$ cat src/rtl/mmtrk_pkg.sv
package mmtrk_pkg;
    typedef enum logic [1:0] {
        FLD_MAX = 2'd0,
        FLD_MIN = 2'd1,
        FLD_HI  = 2'd2,
        FLD_LO  = 2'd3
    } chan_fld_e;

    typedef enum logic [0:0] {
        RP_IDLE = 1'b0,
        RP_RESP = 1'b1
    } rport_state_e;
endpackage

$ cat src/rtl/mmtrk_channel.sv
module mmtrk_channel #(
    parameter int DATA_W = 16,
    parameter int CH_W   = 2,
    parameter int CH_IDX = 0
) (
    input  logic              clk,
    input  logic              rst_n,
    input  logic              smp_valid,
    input  logic [CH_W-1:0]   smp_ch,
    input  logic [DATA_W-1:0] smp_data,
    input  logic              wr_hi,
    input  logic              wr_lo,
    input  logic [DATA_W-1:0] wdata,
    output logic [DATA_W-1:0] max_q,
    output logic [DATA_W-1:0] min_q,
    output logic [DATA_W-1:0] hi_q,
    output logic [DATA_W-1:0] lo_q,
    output logic              brk_hi,
    output logic              brk_lo
);
    logic hit;

    assign hit    = smp_valid && (smp_ch == CH_W'(CH_IDX));
    assign brk_hi = hit && (smp_data > hi_q);
    assign brk_lo = hit && (smp_data < lo_q);

    always_ff @(posedge clk or negedge rst_n) begin
        if (!rst_n) begin
            max_q <= '0;
            min_q <= '1;
        end else if (hit) begin
            if (smp_data > max_q) max_q <= smp_data;
            if (smp_data < min_q) min_q <= smp_data;
        end
    end

    always_ff @(posedge clk or negedge rst_n) begin
        if (!rst_n) begin
            hi_q <= '1;
            lo_q <= '0;
        end else begin
            if (wr_hi) hi_q <= wdata;
            if (wr_lo) lo_q <= wdata;
        end
    end
endmodule

$ cat src/rtl/mmtrk_alarm.sv
module mmtrk_alarm #(
    parameter int ALM_W = 8
) (
    input  logic             clk,
    input  logic             rst_n,
    input  logic [ALM_W-1:0] set_vec,
    input  logic [ALM_W-1:0] clr_vec,
    input  logic             mask_wr,
    input  logic [ALM_W-1:0] mask_wdata,
    output logic [ALM_W-1:0] status_q,
    output logic [ALM_W-1:0] mask_q,
    output logic             irq
);
    always_ff @(posedge clk or negedge rst_n) begin
        if (!rst_n) begin
            status_q <= '0;
            mask_q   <= '0;
        end else begin
            status_q <= (status_q & ~clr_vec) | set_vec;
            if (mask_wr) mask_q <= mask_wdata;
        end
    end

    assign irq = |(status_q & mask_q);
endmodule

$ cat src/rtl/mmtrk_regport.sv
module mmtrk_regport
    import mmtrk_pkg::*;
#(
    parameter int NUM_CH = 4,
    parameter int DATA_W = 16,
    parameter int CH_W   = 2,
    parameter int ADDR_W = 5,
    parameter int ALM_W  = 8
) (
    input  logic                     clk,
    input  logic                     rst_n,
    input  logic                     reg_wr,
    input  logic                     reg_rd,
    input  logic [ADDR_W-1:0]        reg_addr,
    input  logic [ALM_W-1:0]         wdata_alm,
    input  logic [NUM_CH*DATA_W-1:0] max_flat,
    input  logic [NUM_CH*DATA_W-1:0] min_flat,
    input  logic [NUM_CH*DATA_W-1:0] hi_flat,
    input  logic [NUM_CH*DATA_W-1:0] lo_flat,
    input  logic [ALM_W-1:0]         status,
    input  logic [ALM_W-1:0]         mask,
    output logic [NUM_CH-1:0]        wr_hi,
    output logic [NUM_CH-1:0]        wr_lo,
    output logic [ALM_W-1:0]         clr_vec,
    output logic                     mask_wr,
    output logic [DATA_W-1:0]        reg_rdata,
    output logic                     reg_rvalid
);
    rport_state_e state_q, state_d;
    logic             is_glob;
    logic [CH_W-1:0]  ch_sel;
    chan_fld_e        fld;
    logic [DATA_W-1:0] rd_mux;

    assign is_glob = reg_addr[ADDR_W-1];
    assign ch_sel  = reg_addr[CH_W+1:2];
    assign fld     = chan_fld_e'(reg_addr[1:0]);

    assign clr_vec = (reg_wr && is_glob && !reg_addr[0]) ? wdata_alm : '0;
    assign mask_wr = reg_wr && is_glob && reg_addr[0];

    always_comb begin
        for (int c = 0; c < NUM_CH; c++) begin
            wr_hi[c] = reg_wr && !is_glob && (ch_sel == CH_W'(c)) && (fld == FLD_HI);
            wr_lo[c] = reg_wr && !is_glob && (ch_sel == CH_W'(c)) && (fld == FLD_LO);
        end
    end

    always_comb begin
        rd_mux = '0;
        if (is_glob) begin
            if (reg_addr[0]) rd_mux[ALM_W-1:0] = mask;
            else             rd_mux[ALM_W-1:0] = status;
        end else begin
            for (int c = 0; c < NUM_CH; c++) begin
                if (ch_sel == CH_W'(c)) begin
                    unique case (fld)
                        FLD_MAX: rd_mux = max_flat[c*DATA_W +: DATA_W];
                        FLD_MIN: rd_mux = min_flat[c*DATA_W +: DATA_W];
                        FLD_HI:  rd_mux = hi_flat[c*DATA_W +: DATA_W];
                        FLD_LO:  rd_mux = lo_flat[c*DATA_W +: DATA_W];
                    endcase
                end
            end
        end
    end

    // state register
    always_ff @(posedge clk or negedge rst_n) begin
        if (!rst_n) state_q <= RP_IDLE;
        else        state_q <= state_d;
    end

    // next state
    always_comb begin
        state_d = state_q;
        unique case (state_q)
            RP_IDLE: if (reg_rd)  state_d = RP_RESP;
            RP_RESP: if (!reg_rd) state_d = RP_IDLE;
        endcase
    end

    // outputs
    always_ff @(posedge clk or negedge rst_n) begin
        if (!rst_n)      reg_rdata <= '0;
        else if (reg_rd) reg_rdata <= rd_mux;
    end

    always_comb begin
        unique case (state_q)
            RP_IDLE: reg_rvalid = 1'b0;
            RP_RESP: reg_rvalid = 1'b1;
        endcase
    end
endmodule

$ cat src/rtl/mmtrk_top.sv
module mmtrk_top #(
    parameter int NUM_CH = 4,
    parameter int DATA_W = 16,
    parameter int CH_W   = (NUM_CH > 1) ? $clog2(NUM_CH) : 1,
    parameter int ADDR_W = CH_W + 3
) (
    input  logic              clk,
    input  logic              rst_n,
    input  logic              smp_valid,
    input  logic [CH_W-1:0]   smp_ch,
    input  logic [DATA_W-1:0] smp_data,
    input  logic              reg_wr,
    input  logic              reg_rd,
    input  logic [ADDR_W-1:0] reg_addr,
    input  logic [DATA_W-1:0] reg_wdata,
    output logic [DATA_W-1:0] reg_rdata,
    output logic              reg_rvalid,
    output logic              irq
);
    localparam int ALM_W = 2 * NUM_CH;

    logic [NUM_CH*DATA_W-1:0] max_flat, min_flat, hi_flat, lo_flat;
    logic [NUM_CH-1:0]        wr_hi, wr_lo;
    logic [ALM_W-1:0]         set_vec, clr_vec, status_q, mask_q;
    logic                     mask_wr;

    for (genvar c = 0; c < NUM_CH; c++) begin : g_ch
        mmtrk_channel #(.DATA_W(DATA_W), .CH_W(CH_W), .CH_IDX(c)) u_ch (
            .clk      (clk),
            .rst_n    (rst_n),
            .smp_valid(smp_valid),
            .smp_ch   (smp_ch),
            .smp_data (smp_data),
            .wr_hi    (wr_hi[c]),
            .wr_lo    (wr_lo[c]),
            .wdata    (reg_wdata),
            .max_q    (max_flat[c*DATA_W +: DATA_W]),
            .min_q    (min_flat[c*DATA_W +: DATA_W]),
            .hi_q     (hi_flat[c*DATA_W +: DATA_W]),
            .lo_q     (lo_flat[c*DATA_W +: DATA_W]),
            .brk_hi   (set_vec[2*c]),
            .brk_lo   (set_vec[2*c+1])
        );
    end

    mmtrk_alarm #(.ALM_W(ALM_W)) u_alarm (
        .clk       (clk),
        .rst_n     (rst_n),
        .set_vec   (set_vec),
        .clr_vec   (clr_vec),
        .mask_wr   (mask_wr),
        .mask_wdata(reg_wdata[ALM_W-1:0]),
        .status_q  (status_q),
        .mask_q    (mask_q),
        .irq       (irq)
    );

    mmtrk_regport #(
        .NUM_CH(NUM_CH), .DATA_W(DATA_W), .CH_W(CH_W),
        .ADDR_W(ADDR_W), .ALM_W(ALM_W)
    ) u_port (
        .clk       (clk),
        .rst_n     (rst_n),
        .reg_wr    (reg_wr),
        .reg_rd    (reg_rd),
        .reg_addr  (reg_addr),
        .wdata_alm (reg_wdata[ALM_W-1:0]),
        .max_flat  (max_flat),
        .min_flat  (min_flat),
        .hi_flat   (hi_flat),
        .lo_flat   (lo_flat),
        .status    (status_q),
        .mask      (mask_q),
        .wr_hi     (wr_hi),
        .wr_lo     (wr_lo),
        .clr_vec   (clr_vec),
        .mask_wr   (mask_wr),
        .reg_rdata (reg_rdata),
        .reg_rvalid(reg_rvalid)
    );
endmodule

$ cat config.mk
export PLATFORM = sky130hd
export DESIGN_NAME = mmtrk_top
export DESIGN_NICKNAME = d
export VERILOG_FILES = /design/src/rtl/mmtrk_pkg.sv /design/src/rtl/mmtrk_channel.sv /design/src/rtl/mmtrk_alarm.sv /design/src/rtl/mmtrk_regport.sv /design/src/rtl/mmtrk_top.sv
export SDC_FILE = /design/constraint.sdc
export NUM_CORES = 1
export LEC_CHECK = 0
export BUFFER_PORTS_ARGS = -buffer_cell sky130_fd_sc_hd__buf_2
export CAP_MARGIN = 20
export CELL_PAD_IN_SITES_DETAIL_PLACEMENT = 0
export CELL_PAD_IN_SITES_GLOBAL_PLACEMENT = 1
export CORE_MARGIN = 10
export CORE_UTILIZATION = 28
export CTS_BUF_LIST = sky130_fd_sc_hd__clkbuf_8 sky130_fd_sc_hd__clkbuf_16
export CTS_CLUSTER_SIZE = 28
export DETAILED_ROUTE_END_ITERATION = 10
export HOLD_SLACK_MARGIN = 0.1
export PLACE_DENSITY_LB_ADDON = 0.25
export RECOVER_POWER = 100
export SYNTH_ARGS = -nofsm -noshare
export SYNTH_HDL_FRONTEND = slang
export SYNTH_SLANG_ARGS = --single-unit
$ cat constraint.sdc
create_clock -name clk -period 3 [get_ports clk]
set_input_delay 0.45 -clock clk [delete_from_list [all_inputs] [get_ports clk]]
set_output_delay 0.45 -clock clk [all_outputs]
set_load 0.01 [all_outputs]
### Word-level counts from Yosys, hierarchy flattened

Index checks and enable logic that the tools add are counted.

| storage, ports and cells | value |
|---|---|
| input bits | 44 |
| logic and storage cells | 106 |
| bits in registers | 289 |

| operators by class | value |
|---|---|
| $lt $le $gt $ge | 16 |
| bitwise gates (word level) | 5 |
| reduce and logical (&&, ||, !) cells | 42 |
| muxes and demuxes | 14 |
| equal/unequal tests | 9 |

Operator list:

| cell | count |
|---|---|
| 16-bit one-hot mux with 4 select lines | 4 |
| 16-bit > comparator | 8 |
| 16-bit < comparator | 8 |
| 16-bit two-way mux | 4 |
| 8-bit two-way mux | 4 |
| 1-bit logical AND | 28 |
| 8-bit AND | 2 |
| 2-bit AND reduction | 8 |
| 2-bit equality test, second input constant | 6 |
| 8-bit NOT | 1 |
| 8-bit OR | 1 |
| 8-bit OR reduction | 1 |
| 2-bit by 1-bit equality test with 1-bit output, second input constant | 3 |
| 2-bit logical NOT | 3 |
| 1-bit logical NOT | 2 |
| 1-bit one-hot mux with 2 select lines | 1 |
| 1-bit two-way mux | 1 |
| 1-bit NOT | 1 |

### Depth between registers and ports, before layout

Gate-level depths: netlist of the first run.

| logic depth | value |
|---|---|
| depth in word-level cells | 7 |
| depth in mapped cells | 10 |

### By module

A second synthesis of the first run with hierarchy kept.

| unflattened totals | value |
|---|---|
| cells, all modules | 1912 |
| area total of the unflattened synthesis | 19606.3 um^2 |

Modules (own cells, without submodules):

| module | times used | area an instance (um^2) | cells an instance |
|---|---|---|---|
| mmtrk_channel (g_ch[1].u_ch ...) | 2 | 3951.3 | 379 |
| mmtrk_channel (g_ch[0].u_ch) | 1 | 3957.5 | 381 |
| mmtrk_channel (g_ch[3].u_ch) | 1 | 3948.8 | 379 |
| mmtrk_regport | 1 | 3139.3 | 348 |
| mmtrk_alarm | 1 | 658.1 | 46 |

### Worst setup path after synthesis of the first run

Ideal clock, no wire load.

| path | value |
|---|---|
| kind | input -> register |
| from | input port smp_data[0] |
| to | register g_ch[3].u_ch.max_q[10] |
| cell stages on the path | 10 |
| path slack | 263 ps |
| path buffers | 3 |
| data arrival time | 2611 ps |
| library setup time | 125 ps |
| path through | clkbuf_1 -> inv_1 -> ha_1 -> nand4_1 -> or4_2 -> o21ai_0 -> a21o_1 -> buf_6 -> buf_12 -> mux2_4 |

| between the ends | value |
|---|---|
| word-level cells in the longest chain between the ends | 2 |

RTL lines:

| element | RTL line | text |
|---|---|---|
| from (decl) | mmtrk_top.sv:11 | `input logic [DATA_W-1:0] smp_data,` |
| 16-bit > comparator | mmtrk_channel.sv:32 | `if (smp_data > max_q) max_q <= smp_data;` |
| 2-bit AND reduction (no source line) | - |  |
| to (signal assigned) | mmtrk_channel.sv:32 |  |
| to (decl) | mmtrk_channel.sv:14 | `output logic [DATA_W-1:0] max_q,` |

No other way between the ends.
A chain may end at the register's enable or synchronous reset.

### Worst setup path after layout of the first run

| path | value |
|---|---|
| from | input port reg_addr[0] |
| to | register u_alarm.status_q[7] |

| between the ends | value |
|---|---|
| word-level cells in the longest chain between the ends | 6 |

RTL lines:

| element | RTL line | text |
|---|---|---|
| from (decl) | mmtrk_top.sv:14 | `input logic [ADDR_W-1:0] reg_addr,` |
| 1-bit logical NOT | mmtrk_regport.sv:39 | `assign clr_vec = (reg_wr && is_glob && !reg_addr[0]) ? wdata_alm : '0;` |
| 1-bit logical AND | mmtrk_regport.sv:39 |  |
| 8-bit two-way mux | mmtrk_regport.sv:39 |  |
| 8-bit NOT | mmtrk_alarm.sv:19 | `status_q <= (status_q & ~clr_vec) \| set_vec;` |
| 8-bit AND | mmtrk_alarm.sv:19 |  |
| 8-bit OR | mmtrk_alarm.sv:19 |  |
| to (signal assigned) | mmtrk_alarm.sv:19 |  |
| to (decl) | mmtrk_alarm.sv:10 | `output logic [ALM_W-1:0] status_q,` |

No other way between the ends.

==> flow_summary.yaml, run 1 <==
setup_path:
  crit_fanout: 43
  end_kind: "register"
  cp-start-kind: "primary input"
  cp_slowest_cell: "clkbuf_1"
  r2r_end: "g_ch[3].u_ch.min_q[7]"
  rr_startpoint: "g_ch[3].u_ch.min_q[7]"
  critical_path_class: "primary input to register"
  worstPathCellList: "clkbuf_1 -> buf_12 -> clkbuf_1 -> nor2_1 -> clkbuf_1 -> a21boi_0 -> clkbuf_1 -> nor2_1 -> a21oi_1"
  r2r_cells: 9
  critPathMaxStageDelay_ns: 0.65
  path_common_cell: "clkbuf_1"
  cp.arrival_ns: 3.30
  r2r_setup_slack_ns: 0.28
  cp_data_required_time_ns: 3.47
synth:
  ys_ff_latch: 289
  synth_flop_cell: "dfrtp_1"
  syn-instance-count: 1857
  async_reset_ff_share_pct: 100
  synth_nets: 2149
  ys_warn_count: 0
  synth_area_mm2: 0.0196
  ys_seq_area_share_pct: 37.7
  yosysUniqueCellTypes: 67
  synth_edf_count: 0
  synth.avg_cell_area_um2: 10.6
job:
  cap_violations: 1
cells_and_area:
  final_net_count: 2286
  utilization_pct: 32.8
  areaGrowthSynthToFinish_pct: 16.6
  final_layout_size_suffix_gt1_share_pct: 28.9
  finalInstanceArea_mm2: 0.0229
min_path:
  hold_path.class: "primary input to register"
  min-delay-start: "reg_wdata[9]"
  hold_depth: 3
  min_to: "g_ch[1].u_ch.lo_q[9]"
route:
  num_vias: 14900
  drt_iter0_markers: 863
  routed_via_density: 5.03
  wl_per_cell_um: 24.2
  ant_nets: 0
  drc: 0
  drt_pass1_iterations: 7
  drt-total-wl_um: 71900
power_and_ir_drop:
  p_per_area_mw_per_mm2: 800
  power_switching_share_pct: 35.8
  internal_power_uw: 11800
  irDropWorstVdd_mv: 0.360
  switchingPower_uw: 6540
  cellLeakagePower_uw: 0.0103
  p_comb_share_pct: 34.7
  clock_power_share_pct: 27.2
  seqPwrFrac_pct: 38.2
grt:
  grt_pass1_vias: 15400
  grt-ovfl-total: 0
  grt_use_total_pct: 17.5
  grt_first_pass_wirelength_um: 106000
  antenna_found_initial: 3
  grt_max_degree: 70
timing:
  relSlewSlack_pct: -37.3
  max_clock_freq_mhz: 354
  worst_slew_pin_slew_ns: 2.06
  fin_crit_ns: 2.83
  fin_skew_ns: 0.0273
  setup_ws_ns: 0.175
  drv_slew: 68
  setup_viol: 0
  rsz0062_at_grt: "false"
  finalHoldViolations: 0
  fin_crit_sh_pct: 94.2
  finalSetupTns_ns: 0
clocking:
  clock-sinks: 289
  clockRootBuffer: "clkbuf_16"
  insertion_delay_ns: 0.58
  post_cts_buffers: 0
  htreeDepth: 2
  clk_pin_slew_ns: 0.06
  clockBufferDepth: 3
  cts_buffers: 38
  cts_tree: "done"
placement:
  dp_worst_setup_slack_ns: 0.136
  hpwl_um: 56000
  placed_area_mm2: 0.0217
  io_buffers: 61
  finalWeightedCongestion: 0.850
die:
  die_w_um: 285
  die_area_mm2: 0.0811
  core_mm2: 0.0698
  die_h_um: 285
  ioPinCount: 62
  start_util_pct: 28.1
  rows: 97
status:
  outcome: "finished with violations"
  violations: "capacitance limit, slew limit"
==> stage by stage <==
stage                     power (µW)  cells  hold WS, ns
after floorplan                10900   1857        0.154
after global placement         13300   2893        0.465
after detailed placement       13500   2893        0.484
after CTS                      18600   2964        0.203
after global routing           19600   2964        0.238
final                          18300   2966        0.232
==> layer usage <==
layer / share of wire, % / GRT usage (%)
met1: 48 / 24.5
met2: 45 / 27.9
met3: 4.5 / 2.58
met4: 2.3 / 4.13
met5: 0 / 0
==> worst max-delay path by stage <==
stage,from,end,slack (ns),depth (start not counted)
finish,reg_addr[0],u_alarm.status_q[7],0.17,9
global route,reg_addr[0],u_alarm.status_q[5],0.08,9
CTS,g_ch[0].u_ch.max_q[15],g_ch[0].u_ch.max_q[6],0.35,8
detailed placement,smp_data[7],g_ch[0].u_ch.min_q[15],0.14,9
global placement,smp_data[15],g_ch[3].u_ch.max_q[15],0.1,8
floorplan,smp_data[0],g_ch[3].u_ch.max_q[10],0.26,10
==> worst max-delay path, delay by kind of cell <==
kind | cells | cell delay (ns)
buffers and inverters | 5 | 2.14
AOI/OAI and AO/OA | 2 | 0.49
and+or+nand+nor | 2 | 0.18
==> kinds of logic (layout without fill, tap and decap cells) <==
kind of cell | after synthesis | in the layout | share of synthesized area (%)
muxes | 296 | 296 | 18.9
buffers and inverters | 334 | 501 | 6.96
AOI/OAI and AO/OA | 407 | 407 | 13.5
DFF | 289 | 289 | 37.7
and+or+nand+nor | 283 | 283 | 7.17
other | 0 | 2 | 0
adders and majority gates | 248 | 248 | 15.8
==> state kept, by name (all words and copies together) (netlist names) <==
register,flops
g_ch.u_ch.lo_q,64
u_port.reg_rdata,16
g_ch.u_ch.max_q,64
u_alarm.mask_q,8
u_alarm.status_q,8
g_ch.u_ch.hi_q,64
g_ch.u_ch.min_q,64
u_port.state_q,1
==> cell usage after synthesis, types with 26 or more instances <==
library cell	count	area, µm²
nor2b_1	27	169
ha_1	248	3100
mux2_2	218	2450
mux4_2	30	676
nor2_1	43	161
inv_1	257	965
o21ai_0	124	621
clkbuf_1	41	154
a22oi_1	26	195
a21o_1	28	210
nand2_1	103	387
a211oi_1	34	255
dfstp_2	128	3360
dfrtp_1	161	4030
nand4_1	45	282
mux2i_1	27	270
a21oi_1	73	365
==> area by class of cell <==
class | count | area, µm²
fillers | 7225 | 46900
multi-input cells | 1234 | 10800
flip-flops and latches | 289 | 7390
well taps | 940 | 1180
repair buffers | 174 | 1160
clock buffers | 50 | 1120
inverters | 257 | 965
clock inverters | 20 | 249
diodes | 2 | 5.00
==> repair_timing <==
| action | CTS | global route |
|---|---|---|
| hold buffers | 1 | 0 |
| gates resized for setup | 0 | 0 |
| endpoints found under the setup margin | 0 | 0 |
| hold endpoints to repair | 35 | 0 |
==> power by group through the flow <==
| stage | combinational, µW | clock [µW] | sequential, µW |
|---|---|---|---|
| 2_1_floorplan | 4520 | 0 | 6370 |
| 3_3_place_gp | 6350 | 0 | 6980 |
| 3_5_place_dp | 6490 | 0 | 7030 |
| 4_1_cts | 6530 | 5120 | 6970 |
| 5_1_grt | 7170 | 5270 | 7160 |
| 6_report | 6340 | 4980 | 6990 |
==> placed cells by master (no fill, tap or decap), drive strengths merged, types with 12 or more instances in the layout <==
cell type	instances
o211ai	18
a31oi	13
nand2b	14
nor4	12
dfstp	128
nand2	103
a211oi	34
nor2	43
buf	117
o21ai	124
mux2	239
a22o	13
nand3	13
inv	261
mux2i	27
a22oi	26
a21oi	74
a21o	28
dfrtp	161
nand4	45
mux4	30
clkbuf	106
nor2b	27
ha	248
No activity file was read; power rests on OpenSTA's default activity.
==> run 2, diff against run 1 <==
==> constraint.sdc (replaced) <==
create_clock -name clk -period 3 [get_ports clk]
set_input_delay 0.6 -clock clk [delete_from_list [all_inputs] [get_ports clk]]
set_output_delay 0.6 -clock clk [all_outputs]
set_load 0.01 [all_outputs]
==> run 2 against run 1 <==
Net effect:
- the flow now finishes without violations
- flip-flop and latch count is the same
- combinational power grew 0.6%
- register-to-register slack is essentially flat
- critical endpoint is now u_port.reg_rdata[8]
- clock power shrank 5.6%
- sequential power is essentially flat
- via count grew 1.7%
- hold slack gained 0.14 ns
- worst setup slack gained 0.10 ns
- utilization grew 0.073 points
- critical path depth shrank 2
- clock skew grew 0.0066 ns
==> flow_summary.yaml, run 2 (synthesized netlist as in run 1, its figures left out) <==
status:
  outcome: "finished, final reports clean"
clocking:
  cts_buffers: 38
  clock-sinks: 289
  cts_tree: "done"
  htreeDepth: 2
  clockBufferDepth: 3
  insertion_delay_ns: 0.58
  clk_pin_slew_ns: 0.06
  clockRootBuffer: "clkbuf_16"
grt:
  grt_max_degree: 71
  antenna_found_initial: 5
  grt_pass1_vias: 15500
  grt_use_total_pct: 17.6
  grt_first_pass_wirelength_um: 106000
  grt-ovfl-total: 0
cells_and_area:
  final_common_cell: "inv_1"
  final_layout_size_suffix_gt1_share_pct: 29.2
  utilization_pct: 32.9
  areaGrowthSynthToFinish_pct: 16.9
  fill_cells: 7141
  final_net_count: 2309
  finalInstanceArea_mm2: 0.0229
  final_cell_mix: "inv_1, ha_1, mux2_2"
  n_antenna_cell: 0
  instances_no_fill: 2986
timing:
  finalSetupTns_ns: 0
  fin_crit_ns: 2.72
  timing.hold.ws_ns: 0.370
  max_clock_freq_mhz: 367
  fin_crit_sh_pct: 90.7
  worst_slew_pin_slew_ns: 1.22
  finalHoldViolations: 0
  rsz0062_at_grt: "false"
  fin_skew_ns: 0.0339
  setup_viol: 0
  drv_slew: 0
  relSlewSlack_pct: 18.3
die:
  ioPinCount: 62
  die_w_um: 285
  core_mm2: 0.0698
  die_area_mm2: 0.0811
  start_util_pct: 28.1
  die_h_um: 285
  rows: 97
route:
  routed_via_density: 5.08
  drt-total-wl_um: 72400
  drc: 0
  num_vias: 15200
  wl_per_cell_um: 24.2
  ant_nets: 0
  drt_pass1_iterations: 5
  drt_iter0_markers: 907
setup_path:
  cp.arrival_ns: 3.14
  crit_fanout: 27
  worstPathCellList: "buf_4 -> clkbuf_2 -> o21ai_0 -> a22o_1 -> a211oi_1 -> buf_4 -> o21ai_0"
  path_buf_inv: 3
  critPathMaxStageDelay_ns: 0.71
  cp-start-kind: "primary input"
  critical_path_class: "primary input to register"
  cp_top_family: "compound AO/OA/AOI/OAI gates"
  cp_slowest_cell: "clkbuf_2"
  cp_data_required_time_ns: 3.42
  end_kind: "register"
placement:
  dp.cells: 2916
  finalWeightedCongestion: 0.885
  hpwl_um: 56100
  placed_area_mm2: 0.0220
  io_buffers: 61
min_path:
  hold_path.class: "primary input to register"
job:
  cap_violations: 0
power_and_ir_drop:
  p_per_area_mw_per_mm2: 788
  cellLeakagePower_uw: 0.0104
  irDropWorstVdd_mv: 0.351
run 2: cell count changes in the layout (fill, tap and decap cells not counted), moves of 4 or more:
cell,change
mux2_1,+4
clkbuf_1,-6
buf_4,+27
clkbuf_8,-6
inv_1,+8
clkbuf_2,+5
run 2: timing repair:
action,in CTS,in global routing
hold buffers,1,0
endpoints found under the hold margin,49,0
buffers inserted,0,0
resized for setup,0,0
run 2: final timing paths:
check                                       startpoint                      to  slack [ns]  cells after the start
worst max-delay path                       reg_addr[0]     u_port.reg_rdata[8]        0.28                      7
worst min-delay path                     reg_wdata[15]   g_ch[2].u_ch.lo_q[15]        0.37                      3
worst max register to register   g_ch[1].u_ch.min_q[5]  g_ch[1].u_ch.min_q[14]        0.29                      9
worst min register to register  g_ch[3].u_ch.max_q[13]  g_ch[3].u_ch.max_q[13]        0.53                      1
max in group asynchronous                        rst_n   g_ch[3].u_ch.lo_q[11]        0.79                      3
min in group asynchronous                        rst_n   g_ch[1].u_ch.max_q[8]        0.61                      2
run 2: area by class of cell:
type                            count  area (µm²)  area share [%]
Sequential cell                   289        7390            32.2
Clock inverter                     25         230            1.00
Multi-Input combinational cell   1234       10800            47.1
Inverter                          257         965            4.21
Tap cell                          940        1180            5.13
Timing Repair Buffer              197        1340            5.83
Clock buffer                       44        1030            4.51
run 2: worst min-delay path, stage by stage:
cell and delay (ns):
buf_2 0.17, nand2_1 0.07, o21ai_0 0.06
run 2: metal layers:
metal  global-route usage (%)  routed length (µm)  up-vias
met5                        0                   9        -
met4                     6.75                2680        2
met3                     2.93                3550      121
met2                     27.3               32000      331
met1                     24.1               34200     7665
li1                         -                   -     7052
run 2: power breakdown:
group	switching (µW)	leakage [µW]	internal, µW
clock network	1900	0.000666	2800
logic	3310	0.00645	3070
registers	1310	0.00327	5680
total	6520	0.0104	11600
run 2: metrics by stage:
stage | power, µW | setup slack (ns)
after global placement | 13400 | -0.110
final | 18100 | 0.278
after global routing | 19300 | 0.100
after CTS | 18400 | 0.341
after floorplan | 10900 | 0.113
after detailed placement | 13600 | -0.0889
